[config.mk]
export PLATFORM = sky130hd
export DESIGN_NAME = ep0_status_ctl
export DESIGN_NICKNAME = d
export VERILOG_FILES = /design/src/rtl/ep0_stat_pkg.sv /design/src/rtl/ep0_flag_bit.sv /design/src/rtl/ep0_bus_rst_det.sv /design/src/rtl/ep0_csr.sv /design/src/rtl/ep0_status_ctl.sv
export SDC_FILE = /design/constraint.sdc
export NUM_CORES = 1
export LEC_CHECK = 0
export ABC_CLOCK_PERIOD_IN_PS = 1810
export BUFFER_PORTS_ARGS = -buffer_cell sky130_fd_sc_hd__buf_4
export CAP_MARGIN = 20
export CORE_UTILIZATION = 30
export DETAILED_ROUTE_END_ITERATION = 8
export PLACE_DENSITY_LB_ADDON = 0.08
export SLEW_MARGIN = 0
export SYNTH_ARGS = -nofsm -noshare
export SYNTH_HDL_FRONTEND = slang
export SYNTH_HIERARCHICAL = 1
export SYNTH_SLANG_ARGS = --single-unit
[constraint.sdc]
create_clock -name clk_i -period 1.81 [get_ports clk_i]
set_input_delay 0 -clock clk_i [delete_from_list [all_inputs] [get_ports clk_i]]
set_output_delay 0 -clock clk_i [all_outputs]
set_load 0.005 [all_outputs]
[src/rtl/ep0_stat_pkg.sv]
package ep0_stat_pkg;

   // register word addresses
   localparam int unsigned REG_STAT = 0;
   localparam int unsigned REG_CTRL = 1;
   localparam int unsigned REG_CLR  = 2;

   // flag positions in the status and clear registers
   localparam int unsigned NUM_FLAGS = 3;
   localparam int unsigned F_TX      = 0;
   localparam int unsigned F_RX      = 1;
   localparam int unsigned F_BRST    = 2;

   // flags wiped by the bus-reset internal reset (bus-reset flag survives)
   localparam logic [NUM_FLAGS-1:0] SOFT_MASK = 3'b011;

   // control register, bit 0 in the last field
   typedef struct packed {
      logic susp;
      logic rx_en;
      logic rx_ie;
      logic tx_ie;
   } ctrl_t;

   localparam int unsigned CTRL_W = $bits(ctrl_t);

endpackage

[src/rtl/ep0_flag_bit.sv]
module ep0_flag_bit (
   input  logic clk_i,
   input  logic rst_ni,
   input  logic soft_rst_i,
   input  logic set_i,
   input  logic clr_i,
   output logic flag_o
);

   logic flag_q;

   // priority: soft reset, then set event, then software clear
   always_ff @(posedge clk_i or negedge rst_ni) begin
      if (!rst_ni)         flag_q <= 1'b0;
      else if (soft_rst_i) flag_q <= 1'b0;
      else if (set_i)      flag_q <= 1'b1;
      else if (clr_i)      flag_q <= 1'b0;
   end

   assign flag_o = flag_q;

endmodule

[src/rtl/ep0_bus_rst_det.sv]
module ep0_bus_rst_det #(
   parameter int unsigned LINE_SYNC  = 2,
   parameter int unsigned RST_CYCLES = 16
) (
   input  logic clk_i,
   input  logic rst_ni,
   input  logic dp_i,
   input  logic dm_i,
   output logic rst_active_o
);

   localparam int unsigned CNT_W = $clog2(RST_CYCLES + 1);

   logic se0_raw;
   logic se0_s;
   logic [CNT_W-1:0] cnt_q;

   assign se0_raw = ~dp_i & ~dm_i;

   generate
      if (LINE_SYNC == 0) begin : g_nosync
         assign se0_s = se0_raw;
      end else begin : g_sync
         logic [LINE_SYNC-1:0] sq;
         always_ff @(posedge clk_i or negedge rst_ni) begin
            if (!rst_ni) begin
               sq <= '0;
            end else begin
               sq[0] <= se0_raw;
               for (int i = 1; i < int'(LINE_SYNC); i++) sq[i] <= sq[i-1];
            end
         end
         assign se0_s = sq[LINE_SYNC-1];
      end
   endgenerate

   // saturating run-length counter of synchronised SE0 samples
   always_ff @(posedge clk_i or negedge rst_ni) begin
      if (!rst_ni)                              cnt_q <= '0;
      else if (!se0_s)                          cnt_q <= '0;
      else if (cnt_q != CNT_W'(RST_CYCLES))     cnt_q <= cnt_q + 1'b1;
   end

   assign rst_active_o = (cnt_q == CNT_W'(RST_CYCLES));

endmodule

[src/rtl/ep0_csr.sv]
module ep0_csr
   import ep0_stat_pkg::*;
#(
   parameter int unsigned DATA_W = 8,
   parameter int unsigned ADDR_W = 2
) (
   input  logic                 clk_i,
   input  logic                 rst_ni,
   input  logic                 soft_rst_i,
   input  logic                 sel_i,
   input  logic                 wr_i,
   input  logic [ADDR_W-1:0]    addr_i,
   input  logic [DATA_W-1:0]    wdata_i,
   input  logic                 rx_done_i,
   input  logic [NUM_FLAGS-1:0] flags_i,
   output ctrl_t                ctrl_o,
   output logic [NUM_FLAGS-1:0] clr_o,
   output logic [DATA_W-1:0]    rdata_o
);

   logic  wr_ctrl;
   logic  wr_clr;
   ctrl_t ctrl_q;
   logic  unused_wdata;

   assign wr_ctrl = sel_i & wr_i & (addr_i == ADDR_W'(REG_CTRL));
   assign wr_clr  = sel_i & wr_i & (addr_i == ADDR_W'(REG_CLR));

   // write-only clear strobes: a 0 bit requests nothing
   assign clr_o = wr_clr ? wdata_i[NUM_FLAGS-1:0] : '0;

   always_ff @(posedge clk_i or negedge rst_ni) begin
      if (!rst_ni) begin
         ctrl_q <= '0;
      end else if (soft_rst_i) begin
         ctrl_q <= '0;
      end else begin
         if (wr_ctrl) ctrl_q <= ctrl_t'(wdata_i[CTRL_W-1:0]);
         // receive strobe disarms reception; it wins over a same-cycle write
         if (rx_done_i) ctrl_q.rx_en <= 1'b0;
      end
   end

   always_comb begin
      rdata_o = '0;
      case (addr_i)
         ADDR_W'(REG_STAT): rdata_o[NUM_FLAGS-1:0] = flags_i;
         ADDR_W'(REG_CTRL): rdata_o[CTRL_W-1:0]    = ctrl_q;
         default:           rdata_o                = '0;
      endcase
   end

   assign ctrl_o       = ctrl_q;
   assign unused_wdata = ^wdata_i[DATA_W-1:CTRL_W];

endmodule

[src/rtl/ep0_status_ctl.sv]
module ep0_status_ctl
   import ep0_stat_pkg::*;
#(
   parameter int unsigned DATA_W     = 8,
   parameter int unsigned ADDR_W     = 2,
   parameter int unsigned RST_CYCLES = 16,
   parameter int unsigned LINE_SYNC  = 2
) (
   input  logic              clk_i,
   input  logic              por_n_i,
   input  logic              cpu_sel_i,
   input  logic              cpu_wr_i,
   input  logic [ADDR_W-1:0] cpu_addr_i,
   input  logic [DATA_W-1:0] cpu_wdata_i,
   output logic [DATA_W-1:0] cpu_rdata_o,
   input  logic              tx_done_i,
   input  logic              rx_done_i,
   input  logic              out_start_i,
   input  logic              dp_i,
   input  logic              dm_i,
   output logic              hs_ack_o,
   output logic              irq_o,
   output logic              usb_rst_o,
   output logic              clk_en_o,
   output logic              analog_pd_o
);

   // elaboration-time parameter checks
   generate
      if (RST_CYCLES < 1) begin : g_bad_rst
         $error("RST_CYCLES must be at least 1");
      end
      if (DATA_W < 8) begin : g_bad_data
         $error("DATA_W must be at least 8");
      end
      if (ADDR_W < 2) begin : g_bad_addr
         $error("ADDR_W must be at least 2");
      end
      if (LINE_SYNC > 4) begin : g_bad_sync
         $error("LINE_SYNC must not exceed 4");
      end
   endgenerate

   logic                 rst_active;
   logic [NUM_FLAGS-1:0] set_v;
   logic [NUM_FLAGS-1:0] clr_v;
   logic [NUM_FLAGS-1:0] flag_q;
   ctrl_t                ctrl_q;
   logic                 hs_q;

   ep0_bus_rst_det #(
      .LINE_SYNC (LINE_SYNC),
      .RST_CYCLES(RST_CYCLES)
   ) u_brst (
      .clk_i       (clk_i),
      .rst_ni      (por_n_i),
      .dp_i        (dp_i),
      .dm_i        (dm_i),
      .rst_active_o(rst_active)
   );

   ep0_csr #(
      .DATA_W(DATA_W),
      .ADDR_W(ADDR_W)
   ) u_csr (
      .clk_i     (clk_i),
      .rst_ni    (por_n_i),
      .soft_rst_i(rst_active),
      .sel_i     (cpu_sel_i),
      .wr_i      (cpu_wr_i),
      .addr_i    (cpu_addr_i),
      .wdata_i   (cpu_wdata_i),
      .rx_done_i (rx_done_i),
      .flags_i   (flag_q),
      .ctrl_o    (ctrl_q),
      .clr_o     (clr_v),
      .rdata_o   (cpu_rdata_o)
   );

   assign set_v[F_TX]   = tx_done_i;
   assign set_v[F_RX]   = rx_done_i;
   assign set_v[F_BRST] = rst_active;

   generate
      for (genvar i = 0; i < int'(NUM_FLAGS); i++) begin : g_flag
         ep0_flag_bit u_flag (
            .clk_i     (clk_i),
            .rst_ni    (por_n_i),
            .soft_rst_i(rst_active & SOFT_MASK[i]),
            .set_i     (set_v[i]),
            .clr_i     (clr_v[i]),
            .flag_o    (flag_q[i])
         );
      end
   endgenerate

   // handshake decision latched at the start of each OUT data phase
   always_ff @(posedge clk_i or negedge por_n_i) begin
      if (!por_n_i)         hs_q <= 1'b0;
      else if (rst_active)  hs_q <= 1'b0;
      else if (out_start_i) hs_q <= ctrl_q.rx_en & ~flag_q[F_RX];
   end

   assign hs_ack_o    = hs_q;
   assign irq_o       = (flag_q[F_TX] & ctrl_q.tx_ie) | (flag_q[F_RX] & ctrl_q.rx_ie);
   assign usb_rst_o   = rst_active;
   assign clk_en_o    = ~ctrl_q.susp;
   assign analog_pd_o = ctrl_q.susp;

endmodule

==> Word-level counts from Yosys, hierarchy flattened <==
Index checks and enable logic that the tools add are counted.
{ "op_classes": {"add_sub_neg": 1, "n_eq_ne": 5, "mux": 18, "bitwise_logic": 12, "n_reduce_logical": 7} }
{ "op_table": {"columns": ["operator", "n"], "rows": [
  ["2-to-1 mux 1 bit", 12],
  ["2-to-1 mux 5 bit", 2],
  ["nonzero test 3 bit", 3],
  ["2-to-1 mux 4 bit", 2],
  ["AND 1 bit", 7],
  ["case mux 3 bit (2 select lines)", 1],
  ["nonzero test 2 bit", 3],
  ["adder 5 x 1 -> 5 bit (second input constant)", 1],
  ["== test 5 bit (second input constant)", 1],
  ["!= test 5 bit (second input constant)", 1],
  ["inverter 1 bit", 4],
  ["2-to-1 mux 3 bit", 1],
  ["== test 2 x 1 -> 1 bit (second input constant)", 1],
  ["== test 2 bit (second input constant)", 1],
  ["zero test 2 bit", 1],
  ["!= test 2 bit (second input constant)", 1],
  ["bitwise OR 1 bit", 1]
]} }
{ "totals": {"regBits": 15, "input_bits": 19, "output_inout_bits": 13, "word_cells": 53} }

==> Longest topological paths before layout <==
Gate-level depths: netlist of the first run.
{ "logic_depth": {"ltp_word": 6, "depth_mapped": 6, "mapped_depth_nobuf": 5} }

==> Cells and area by module <==
Netlist of the first run, hierarchy kept.
{ "by_module_without_submodules": {"columns": ["mod", "n_inst", "cells_per_inst", "area_each_um2", "seq_area_each_um2"], "rows": [
  ["ep0_csr", 1, 35, 344.1, 100.1],
  ["ep0_bus_rst_det", 1, 30, 332.8, 175.2],
  ["ep0_flag_bit", 3, 4, 43.8, 25.0],
  ["ep0_status_ctl", 1, 7, 61.3, 25.0]
]} }

==> Least setup slack after synthesis of the first run <==
Ideal clock, no wire load.
{ "synth_path": {"path_kind": "flip-flop to flip-flop", "start": "register u_brst.cnt_q[0]", "end": "register, netlist name u_csr/ctrl_o[2]", "setup_time_ps": 125, "arrival_ps": 1294, "t_required_ps": 1685, "setup_slack_ps": 390, "path_stages_with_launch": 7, "path_buffers": 1, "period_less_slack_ps": 1420, "cell_sequence": "dfrtp_1 inv_1 ha_1 nor4bb_1 buf_4 nor3b_1 mux2_4"} }
{ "synth_between": {"elab_chain_cells": 2, "word_cells_on_any_way": 3, "classes_between": "1 x eq/ne; 1 x mux; 1 x reduce/logical"} }
{ "synth_lines": {"columns": ["item", "line", "source"], "rows": [
  ["start: declaration", "ep0_bus_rst_det.sv:16", "logic [CNT_W-1:0] cnt_q;"],
  ["start signal: assignment", "ep0_bus_rst_det.sv:41", "else if (cnt_q != CNT_W'(RST_CYCLES)) cnt_q <= cnt_q + 1'b1;"],
  ["== test 5 bit (*)", "ep0_bus_rst_det.sv:44", "assign rst_active_o = (cnt_q == CNT_W'(RST_CYCLES));"],
  ["named net usb_rst_o", "ep0_status_ctl.sv:23", "output logic usb_rst_o,"],
  ["nonzero test 3 bit (no line) or 2-to-1 mux 4 bit (tied branches)", null, null]
]} }
Mark *: on every way through the listed nets, which the timed path passes. The rest lies on a longest branch.
A chain may end at the register's enable or synchronous reset.

==> Worst setup path after layout of the first run <==
{ "layout_path": {"start": "register u_brst.cnt_q[0]", "end": "register, netlist name u_csr/ctrl_o[2]"} }
{ "layout_between": {"elab_chain_cells": 2, "word_cells_on_any_way": 3, "classes_between": "1 x eq/ne; 1 x mux; 1 x reduce/logical"} }
{ "layout_lines": {"columns": ["item", "line"], "rows": [
  ["== test 5 bit (*)", "ep0_bus_rst_det.sv:44"],
  ["nonzero test 3 bit (no line) or 2-to-1 mux 4 bit (tied branches)", null]
]} }
Every way passes the cells marked *; elsewhere a longest branch is shown, timed or not.

==> run_results.csv, run 1 <==
group,metric,value,unit
grt,grt_max_degree,17,
route,initialDrtViolationCount,17,
placed_design,dpl_cell_area,0.00106,mm^2
clock_network,numCtsBuffers,3,
timing,finalCriticalPeriod,1.59,ns
synthesis,synth_top_family_by_area,"simple AND/OR/NAND/NOR gates",
worst_setup_path,worst-endpoint-required,1.99,ns
route,num_vias,666,
worst_setup_path,cp-start-kind,"register",
route,viasPerCell,4.50,
clock_network,htreeDepth,1,
floorplanning,die_y,55.8,um
outcome,status,"completed",
clock_network,numClockSinks,15,
grt,grt_antenna_before_repair,0,
synthesis,ys_seq_elements,15,
grt,grt_overflow,0,
placed_design,placed_cells,135,
floorplanning,start_util,0.315,
synthesis,synthXorXnorAreaFrac,0.0101,
synthesis,synthDistinctLibCells,22,
layout,diodes,0,
synthesis,syn_area,870,um^2
clock_network,clock_latency,0.29,ns
floorplanning,io_pins,32,
worst_setup_path,path_class,"register to register",
job,maxCapViolations,0,
timing,clock_skew,0.00859,ns
synthesis,synthSimpleGateAreaFrac,0.246,
timing,period_share,0.876,
layout,postLayoutCellArea,0.00118,mm^2
floorplanning,coreArea,0.00276,mm^2
grt,grt_pass1_vias,602,
route,antenna_left,0,
floorplanning,dieArea,0.00312,mm^2
layout,fin_nets,139,
floorplanning,num_rows,19,
placed_design,place_congestion,0.694,
power,power_density,606,mW/mm^2
synthesis,synthMuxAreaShare,0.132,
synthesis,synthAdderAreaFrac,0.0288,
synthesis,ys_warn_count,6,
power,p_leak,0.569,nW
layout,drive_gt1_frac,0.299,
timing,fmax,631,MHz
layout,area_growth,35.5,%
timing,drv_slew,0,
timing,final-setup-viol-count,0,
power,ir_drop,403,uV
clock_network,cts_hold_buf,9,
synthesis,synthCells,84,
synthesis,synth-compound-area-share,0.0475,
clock_network,root_buffer,"clkbuf_4",
layout,final_cells,148,
timing,fin_hold_ws,0.0873,ns
clock_network,clk_pin_slew,0.10,ns
synthesis,syn_avg_cell_area,10.4,um^2
clock_network,post_cts_resize_count,0,
worst_setup_path,rrSetupSlack,0.22,ns
grt,grtUsageTotal,0.115,
hold_path,hold_path_class,"primary input to asynchronous set/reset pin",
synthesis,yosysSeqAreaShare,0.432,
worst_setup_path,cp-end-kind,"register",
placed_design,hpwlAfterDp,1160,um
route,wl_per_cell,10.9,um
worst_setup_path,cp.arrival,1.76,ns
timing,setup_tns,0,ns
grt,grt_pass1_wl,2690,um
route,drc,0,
timing,hold_viol_final,0,
worst_setup_path,cp_max_fo,16,
timing,fin_ws,0.225,ns
clock_network,cts_setup_buffers,0,
route,drt_wl_total,1610,um
placed_design,pre_cts_slack,0.237,ns
placed_design,port_buffers,23,
timing,grt_setup_unrepaired,"no",
floorplanning,die_x,55.8,um
clock_network,cts_tree,"yes",
clock_network,clk_path_buf_depth,2,
route,dr.pass1.iters,2,
## worst max-delay path, cell delays in order, from the launching register on
cell,delay [ns]
dfrtp_1,0.43
inv_1,0.08
ha_1,0.14
nor4bb_2,0.31
buf_12,0.19
nor3b_1,0.06
mux2_4,0.26
## path summary, 6_finish.rpt
kind                       depth (start not counted)                     startpoint                                  end
max in group asynchronous                          2                        por_n_i          u_csr/ctrl_o[3]$_DFFE_PN0P_
max                                                6    u_brst/cnt_q[0]$_DFFE_PN0P_          u_csr/ctrl_o[2]$_DFFE_PN0P_
max reg2reg                                        6    u_brst/cnt_q[0]$_DFFE_PN0P_          u_csr/ctrl_o[2]$_DFFE_PN0P_
min in group clk_i                                 4                 cpu_wdata_i[2]  g_flag[2].u_flag/flag_o$_DFFE_PN0P_
min reg2reg                                        0  u_brst/g_sync.sq[0]$_DFF_PN0_        u_brst/g_sync.sq[1]$_DFF_PN0_
min                                                2                        por_n_i          u_brst/cnt_q[3]$_DFFE_PN0P_
## cells in the mapped netlist, drive strengths merged
cell type	count	area, um^2
buf	7	60.1
and2	3	18.8
a21oi	4	31.3
and4b	2	20.0
nand2b	13	81.3
ha	2	25.0
nor2	4	15.0
nand2	5	18.8
a22o	1	10.0
dfrtp	15	375
mux2	1	15.0
inv	6	22.5
nor4bb	1	10.0
and3b	1	10.0
nand3b	1	7.51
mux2i	10	100
nand3	2	10.0
nor3b	3	22.5
xnor2	1	8.76
conb	2	7.51
## area by class of cell
cell class / instances / area (um^2)
fill: 266 / 1580
multi-input combinational: 59 / 429
sequential: 15 / 375
timing repair buffer: 33 / 283
tap: 31 / 38.8
clock buffer: 3 / 22.5
inverter: 6 / 22.5
clock inverter: 1 / 7.51
## state kept, by name (all words and copies together) (netlist names)
register              flops
u_brst/cnt_q              5
u_csr/ctrl_o              4
g_flag.u_flag/flag_o      3
u_brst/g_sync.sq          2
hs_ack_o                  1
## per-layer routing
layer | routed length [um] | global-route usage
met1 | 716 | 0.129
met2 | 809 | 0.201
met3 | 69 | 0.0488
met4 | 18 | 0.0314
met5 | 0 | 0
## cells in the final DEF (no fill, tap or decap), drive strengths merged
| master | instances |
|---|---|
| inv | 6 |
| nor2 | 4 |
| nand2b | 13 |
| a22o | 1 |
| dlygate4sd3 | 9 |
| mux2i | 10 |
| nand3b | 1 |
| ha | 2 |
| conb | 5 |
| and3b | 1 |
| and2 | 3 |
| nor4bb | 1 |
| nand2 | 5 |
| clkinvlp | 1 |
| nor3b | 3 |
| mux2 | 1 |
| and4b | 2 |
| buf | 24 |
| dfrtp | 15 |
| a21oi | 4 |
| xnor2 | 1 |
| nand3 | 2 |
| clkbuf | 3 |
## report_power, final
group | switching (mW) | leakage, nW | internal, mW
Clock | 0.117 | 0.0139 | 0.0840
Combinational | 0.0511 | 0.367 | 0.0876
Sequential | 0.0192 | 0.188 | 0.355
## cell families (layout without fill, tap and decap cells)
group | after synthesis | in the layout
other cells | 2 | 5
xor+xnor | 1 | 1
fa+ha+maj | 2 | 2
simple gates | 35 | 35
flops | 15 | 15
compound gates | 5 | 5
buf+inv | 13 | 43
mux | 11 | 11
## metrics by stage
stage | power, mW | util
after floorplan | 0.441 | -
after global placement | 0.505 | 0.384
after detailed placement | 0.507 | 0.384
after CTS | 0.729 | 0.427
after global routing | 0.759 | 0.427
final | 0.715 | 0.427
No activity file was read; power rests on OpenSTA's default activity.
==> run 2: changes to the inputs <==
ABC_AREA = 1   (was not set)
TNS_END_PERCENT = 10   (was not set)
==> run 2 against run 1 <==
Compared with the run above: first-iteration DRC count up 29%; worst setup slack better by 0.10 ns; via count up 20%; highest routed layer unchanged.
==> run_results.csv, run 2 <==
group,metric,value,unit
power,combPwrFrac,0.202,
timing,fin_ws,0.326,ns
floorplanning,start_util,0.316,
worst_setup_path,cp.arrival,1.48,ns
synthesis,ys.flop_type,"dfrtp_1",
layout,top_register,"u_brst/cnt_q",
synthesis,yosysSeqAreaShare,0.434,
synthesis,synth_edf_count,0,
placed_design,port_buffers,23,
power,pwr-share-clk,0.277,
layout,fillers,301,
worst_setup_path,cp_max_fo,9,
timing,fmax,674,MHz
power,swShare,0.280,
timing,final-setup-viol-count,0,
clock_network,clk_pin_slew,0.10,ns
hold_path,hold_path_class,"primary input to register",
layout,largest_register_ffs,5,
grt,grtUsageTotal,0.145,
timing,clock_skew,0.00895,ns
route,dr.pass1.iters,6,
route,initialDrtViolationCount,22,
grt,globalRouteMet3Util,0.0512,
clock_network,numCtsBuffers,3,
timing,finalCriticalPeriod,1.48,ns
grt,grt_antenna_before_repair,0,
grt,grt_util_met2,0.224,
power,power_density,615,mW/mm^2
layout,diodes,0,
timing,grt_setup_unrepaired,"no",
power,p_leak,0.663,nW
clock_network,cts_tree,"yes",
placed_design,placed_cells,170,
layout,final_cell_mix,"28 x nand2_1, 23 x buf_4, 21 x inv_1",
floorplanning,coreArea,0.00273,mm^2
clock_network,htreeDepth,1,
hold_path,hold_depth,5,
synthesis,yosys-top-cells-count,"28 x nand2_1, 21 x inv_1, 16 x nand3_1, 15 x dfrtp_1, 11 x nor2_1",
route,num_vias,800,
grt,grt_pass1_vias,791,
power,internal_power,0.520,mW
synthesis,synth_top_area_cell,"dfrtp_1",
clock_network,root_buffer,"clkbuf_4",
grt,gr-max-usage-layer,"met2",
layout,postLayoutCellArea,0.00117,mm^2
power,pwr-share-seq,0.521,
worst_setup_path,cp-start-kind,"register",
route,viasPerCell,4.37,
grt,grt_max_degree,16,
timing,setup_tns,0,ns
power,ir_drop,379,uV
route,wl_per_cell,10.0,um
worst_setup_path,path_class,"register to primary output",
layout,area_growth,35.9,%
power,p_sw,0.202,mW
worst_setup_path,worst-endpoint-required,1.81,ns
floorplanning,io_pins,32,
placed_design,place_congestion,0.742,
synthesis,yosysMostFrequentCell,"nand2_1",
layout,layout_commonest_cell,"nand2_1",
synthesis,synthCells,117,
layout,drive_gt1_frac,0.250,
synthesis,synthDistinctLibCells,19,
floorplanning,die_y,55.7,um
synthesis,syn_avg_cell_area,7.39,um^2
timing,hold_viol_final,0,
layout,final_cells,183,
synthesis,synth_top_cell_area_share,0.434,
synthesis,synthTopCellsByArea,"dfrtp_1 43%, nand2_1 12%, nand3_1 9.3%",
timing,drv_slew,0,
grt,use_met1,0.186,
floorplanning,dieArea,0.00310,mm^2
synthesis,ys_warn_count,6,
synthesis,syn_area,865,um^2
route,drt_wl_total,1830,um
synthesis,ys_seq_elements,15,
layout,fin_nets,174,
outcome,status,"completed",
placed_design,hpwlAfterDp,1330,um
floorplanning,die_x,55.7,um
placed_design,pre_cts_slack,0.362,ns
grt,grt_overflow,0,
clock_network,clk_path_buf_depth,2,
synthesis,async_reset_ff_frac,1.00,
clock_network,numClockSinks,15,
floorplanning,num_rows,19,
worst_setup_path,reg2reg_depth,9,
route,antenna_left,0,
worst_setup_path,cp-end-kind,"primary output",
timing,period_share,0.820,
job,maxCapViolations,0,
clock_network,clock_latency,0.29,ns
grt,grt_pass1_wl,3420,um
placed_design,dpl_cell_area,0.00106,mm^2
route,drc,0,
## run 2: changes by cell type in the layout (fill, tap and decap cells not counted), sizes merged, moves of 2 or more
cell	change
nor2	+10
nor3b	-3
and2	-3
nand3	+14
mux2i	-10
nand2	+25
and4b	-2
nand2b	-13
nand4	+3
inv	+18
## run 2: per-layer routing
metal	routed length [um]	up-vias
met5	0	-
met4	23	0
met3	99	2
met2	832	21
met1	877	359
li1	-	418
## run 2: cell families after synthesis
kind of cell / synth area share
AND/OR/NAND/NOR: 0.344
other: 0.00869
adder cells (fa/ha/maj): 0.0289
buffers and inverters: 0.139
flip-flops: 0.434
AO/OA/AOI/OAI: 0.0449
## run 2: worst paths after layout
path,startpoint,to,slack (ns)
max in group asynchronous,por_n_i,u_csr/ctrl_o[3]$_DFFE_PN0P_,1.53
max,u_brst/cnt_q[0]$_DFFE_PN0P_,usb_rst_o,0.33
max reg2reg,u_brst/cnt_q[0]$_DFFE_PN0P_,u_csr/ctrl_o[0]$_DFFE_PN0P_,0.36
min reg2reg,u_brst/g_sync.sq[0]$_DFF_PN0_,u_brst/g_sync.sq[1]$_DFF_PN0_,0.36
min in group asynchronous,por_n_i,u_brst/cnt_q[0]$_DFFE_PN0P_,0.09
min,cpu_wdata_i[2],u_csr/ctrl_o[2]$_DFFE_PN0P_,0.03
## run 2: metrics by stage
step            util  power, mW  hold WS [ns]
2_1_floorplan      -      0.442        -0.296
3_5_place_dp   0.387      0.515        -0.127
4_1_cts        0.430      0.736        0.0202
6_report       0.430      0.722        0.0292
3_3_place_gp   0.387      0.513        -0.125
5_1_grt        0.430      0.775        0.0632
## run 2: final cells by class
cell class / count / area (um^2) / area share
Multi-Input combinational cell: 77 / 380 / 0.324
Sequential cell: 15 / 375 / 0.319
Timing Repair Buffer: 32 / 263 / 0.224
Inverter: 24 / 90.1 / 0.0767
Tap cell: 31 / 38.8 / 0.0330
Clock buffer: 3 / 22.5 / 0.0192
Clock inverter: 1 / 5.00 / 0.00426
## run 2: power by group through the flow
stage          sequential, mW  combinational [mW]  clock, mW
4_1_cts                 0.377               0.148      0.211
5_1_grt                 0.382               0.165      0.228
6_report                0.376               0.146      0.200
2_1_floorplan           0.378              0.0637          0
3_3_place_gp            0.383               0.131          0
3_5_place_dp            0.383               0.133          0
## run 2: timing repair
item | in CTS | in global routing
buffers inserted | 0 | 0
gates resized for setup | 0 | 0
hold buffers | 9 | 0
setup endpoints to repair | 0 | 0
endpoints found under the hold margin | 23 | 0
## run 2: worst max-delay path, stage by stage, from the launching register on
cell     delay, ns
dfrtp_1       0.42
inv_1         0.09
ha_1          0.15
nand2_1       0.05
inv_1         0.09
nand2_2       0.08
inv_2         0.17
buf_4         0.14
==> run 3: changes to the inputs <==
ABC_CLOCK_PERIOD_IN_PS = 1300   (was 1810)
clock period = 1.3 ns   (was 1.81 ns; I/O delays follow)
==> run 3 against run 2 <==
Compared with the run above: the run now ends with negative setup slack left; count of clock-buffer cells in the layout stayed put; die area did not move; cell area grew 13%; power is 44% higher; clock power is 43% higher; global-route usage increased by 0.97 points; sequential power up 39%; largest power group unchanged.
==> run_results.csv, run 3 (same netlist as run 2, synthesis figures left out) <==
group,metric,value,unit
worst_setup_path,cp-start-kind,"register",
timing,finalCriticalPeriod,1.35,ns
clock_network,clk_path_buf_depth,2,
timing,hold_viol_final,0,
timing,period_share,1.04,
route,drt_wl_total,2020,um
grt,grtUsageTotal,0.154,
floorplanning,die_x,55.7,um
hold_path,hp-start,"cpu_wdata_i[2]",
power,combPwrFrac,0.220,
power,power_density,778,mW/mm^2
layout,fin_nets,187,
power,power,1.04,mW
power,pwr-share-clk,0.276,
route,viasPerCell,4.42,
worst_setup_path,cp_max_fo,3,
clock_network,clock_latency,0.29,ns
route,drc,0,
placed_design,place_congestion,0.759,
grt,grt_overflow,0,
layout,final_cell_mix,"33 x buf_4, 27 x nand2_1, 19 x inv_1",
layout,final_cells,196,
placed_design,hpwlAfterDp,1490,um
floorplanning,die_y,55.7,um
power,p_leak,0.726,nW
clock_network,cts_tree,"yes",
worst_setup_path,path_class,"register to primary output",
timing,fmax,741,MHz
placed_design,placed_cells,178,
timing,final-setup-viol-count,1,
clock_network,root_buffer,"clkbuf_4",
power,swShare,0.286,
outcome,status,"finished, violations left",
layout,fillers,277,
layout,largest_register_ffs,5,
worst_setup_path,reg2reg_from,"u_brst/cnt_q[1]$_DFFE_PN0P_",
timing,drv_slew,0,
route,num_vias,867,
layout,final_util,0.487,
timing,grt_setup_unrepaired,"yes",
clock_network,numClockSinks,15,
grt,grt_antenna_before_repair,0,
layout,drive_gt1_frac,0.352,
layout,register_area,375,um^2
clock_network,clk_pin_slew,0.10,ns
floorplanning,coreArea,0.00273,mm^2
power,pwr-share-seq,0.504,
timing,fin_ws,-0.0496,ns
power,p_sw,0.296,mW
clock_network,numCtsBuffers,3,
worst_setup_path,worst-endpoint-required,1.30,ns
route,antenna_left,0,
worst_setup_path,cp-end-kind,"primary output",
layout,top_register,"u_brst/cnt_q",
layout,layout_commonest_cell,"buf_4",
route,wl_per_cell,10.3,um
power,ir_drop,669,uV
job,maxCapViolations,0,
floorplanning,start_util,0.316,
grt,grt_max_degree,16,
grt,grt_pass1_wl,3710,um
placed_design,port_buffers,23,
floorplanning,num_rows,19,
worst_setup_path,cp.arrival,1.35,ns
timing,clock_skew,0.00763,ns
power,internal_power,0.741,mW
worst_setup_path,crit_path_start,"u_brst/cnt_q[1]$_DFFE_PN0P_",
timing,setup_tns,-0.0496,ns
hold_path,hold_path_class,"primary input to register",
floorplanning,dieArea,0.00310,mm^2
route,initialDrtViolationCount,16,
route,dr.pass1.iters,4,
layout,area_growth,54.1,%
worst_setup_path,rrSetupSlack,0.01,ns
placed_design,pre_cts_slack,-0.0319,ns
clock_network,htreeDepth,1,
grt,grt_pass1_vias,888,
outcome,violations,"negative setup slack",
layout,diodes,0,
layout,multi_input_area,415,um^2
floorplanning,io_pins,32,
==> run 3: worst max-delay path, cell delays in order, from the launching register on <==
cell and delay [ns]:
dfrtp_1 0.40, inv_1 0.07, ha_2 0.17, nand2_2 0.05, inv_2 0.07, nand2_4 0.06
inv_4 0.08, buf_6 0.10, buf_6 0.08
==> run 3: what timing repair did <==
action | 4_1_cts | 5_1_grt
setup endpoints to repair | 2 | 9
endpoints found under the hold margin | 23 | 0
setup buffers | 4 | 1
hold buffers | 9 | 0
pin swaps | 1 | 3
resized for setup | 7 | 6
==> run 3: area by class of cell <==
type | count | share of cell area
inverter | 24 | 0.0695
sequential | 15 | 0.282
clock buffer | 3 | 0.0169
clock inverter | 1 | 0.00563
tap | 31 | 0.0291
timing repair buffer | 45 | 0.285
multi-input combinational | 77 | 0.312
==> run 3: routing by layer <==
metal  global-route usage  vias up  routed length [um]
li1                     -      443                   -
met1                0.190      404                 947
met2                0.251       18                 967
met3               0.0535        2                  87
met4               0.0536        0                  18
met5                    0        -                   0
==> run 3: worst paths after layout <==
kind | cells after the start | endpoint
setup / recovery | 8 | usb_rst_o
max in group asynchronous | 2 | u_csr/ctrl_o[1]$_DFFE_PN0P_
setup reg to reg | 9 | u_brst/cnt_q[0]$_DFFE_PN0P_
hold / removal | 5 | u_csr/ctrl_o[2]$_DFFE_PN0P_
min in group asynchronous | 2 | u_csr/ctrl_o[2]$_DFFE_PN0P_
hold reg to reg | 0 | u_brst/g_sync.sq[1]$_DFF_PN0_
==> run 3: power by group through the flow <==
stage	combinational (mW)	clock, mW	sequential (mW)
CTS	0.224	0.306	0.523
global placement	0.190	0	0.531
finish	0.228	0.286	0.522
detailed placement	0.195	0	0.532
global route	0.256	0.329	0.529
floorplan	0.0887	0	0.526
==> run 3: per-stage QoR <==
step	instance area (um^2)	hold WS (ns)
final	1330	0.0335
after global routing	1330	0.0460
after CTS	1290	0.0221
after detailed placement	1130	-0.123
after global placement	1130	-0.127
after floorplan	876	-0.296
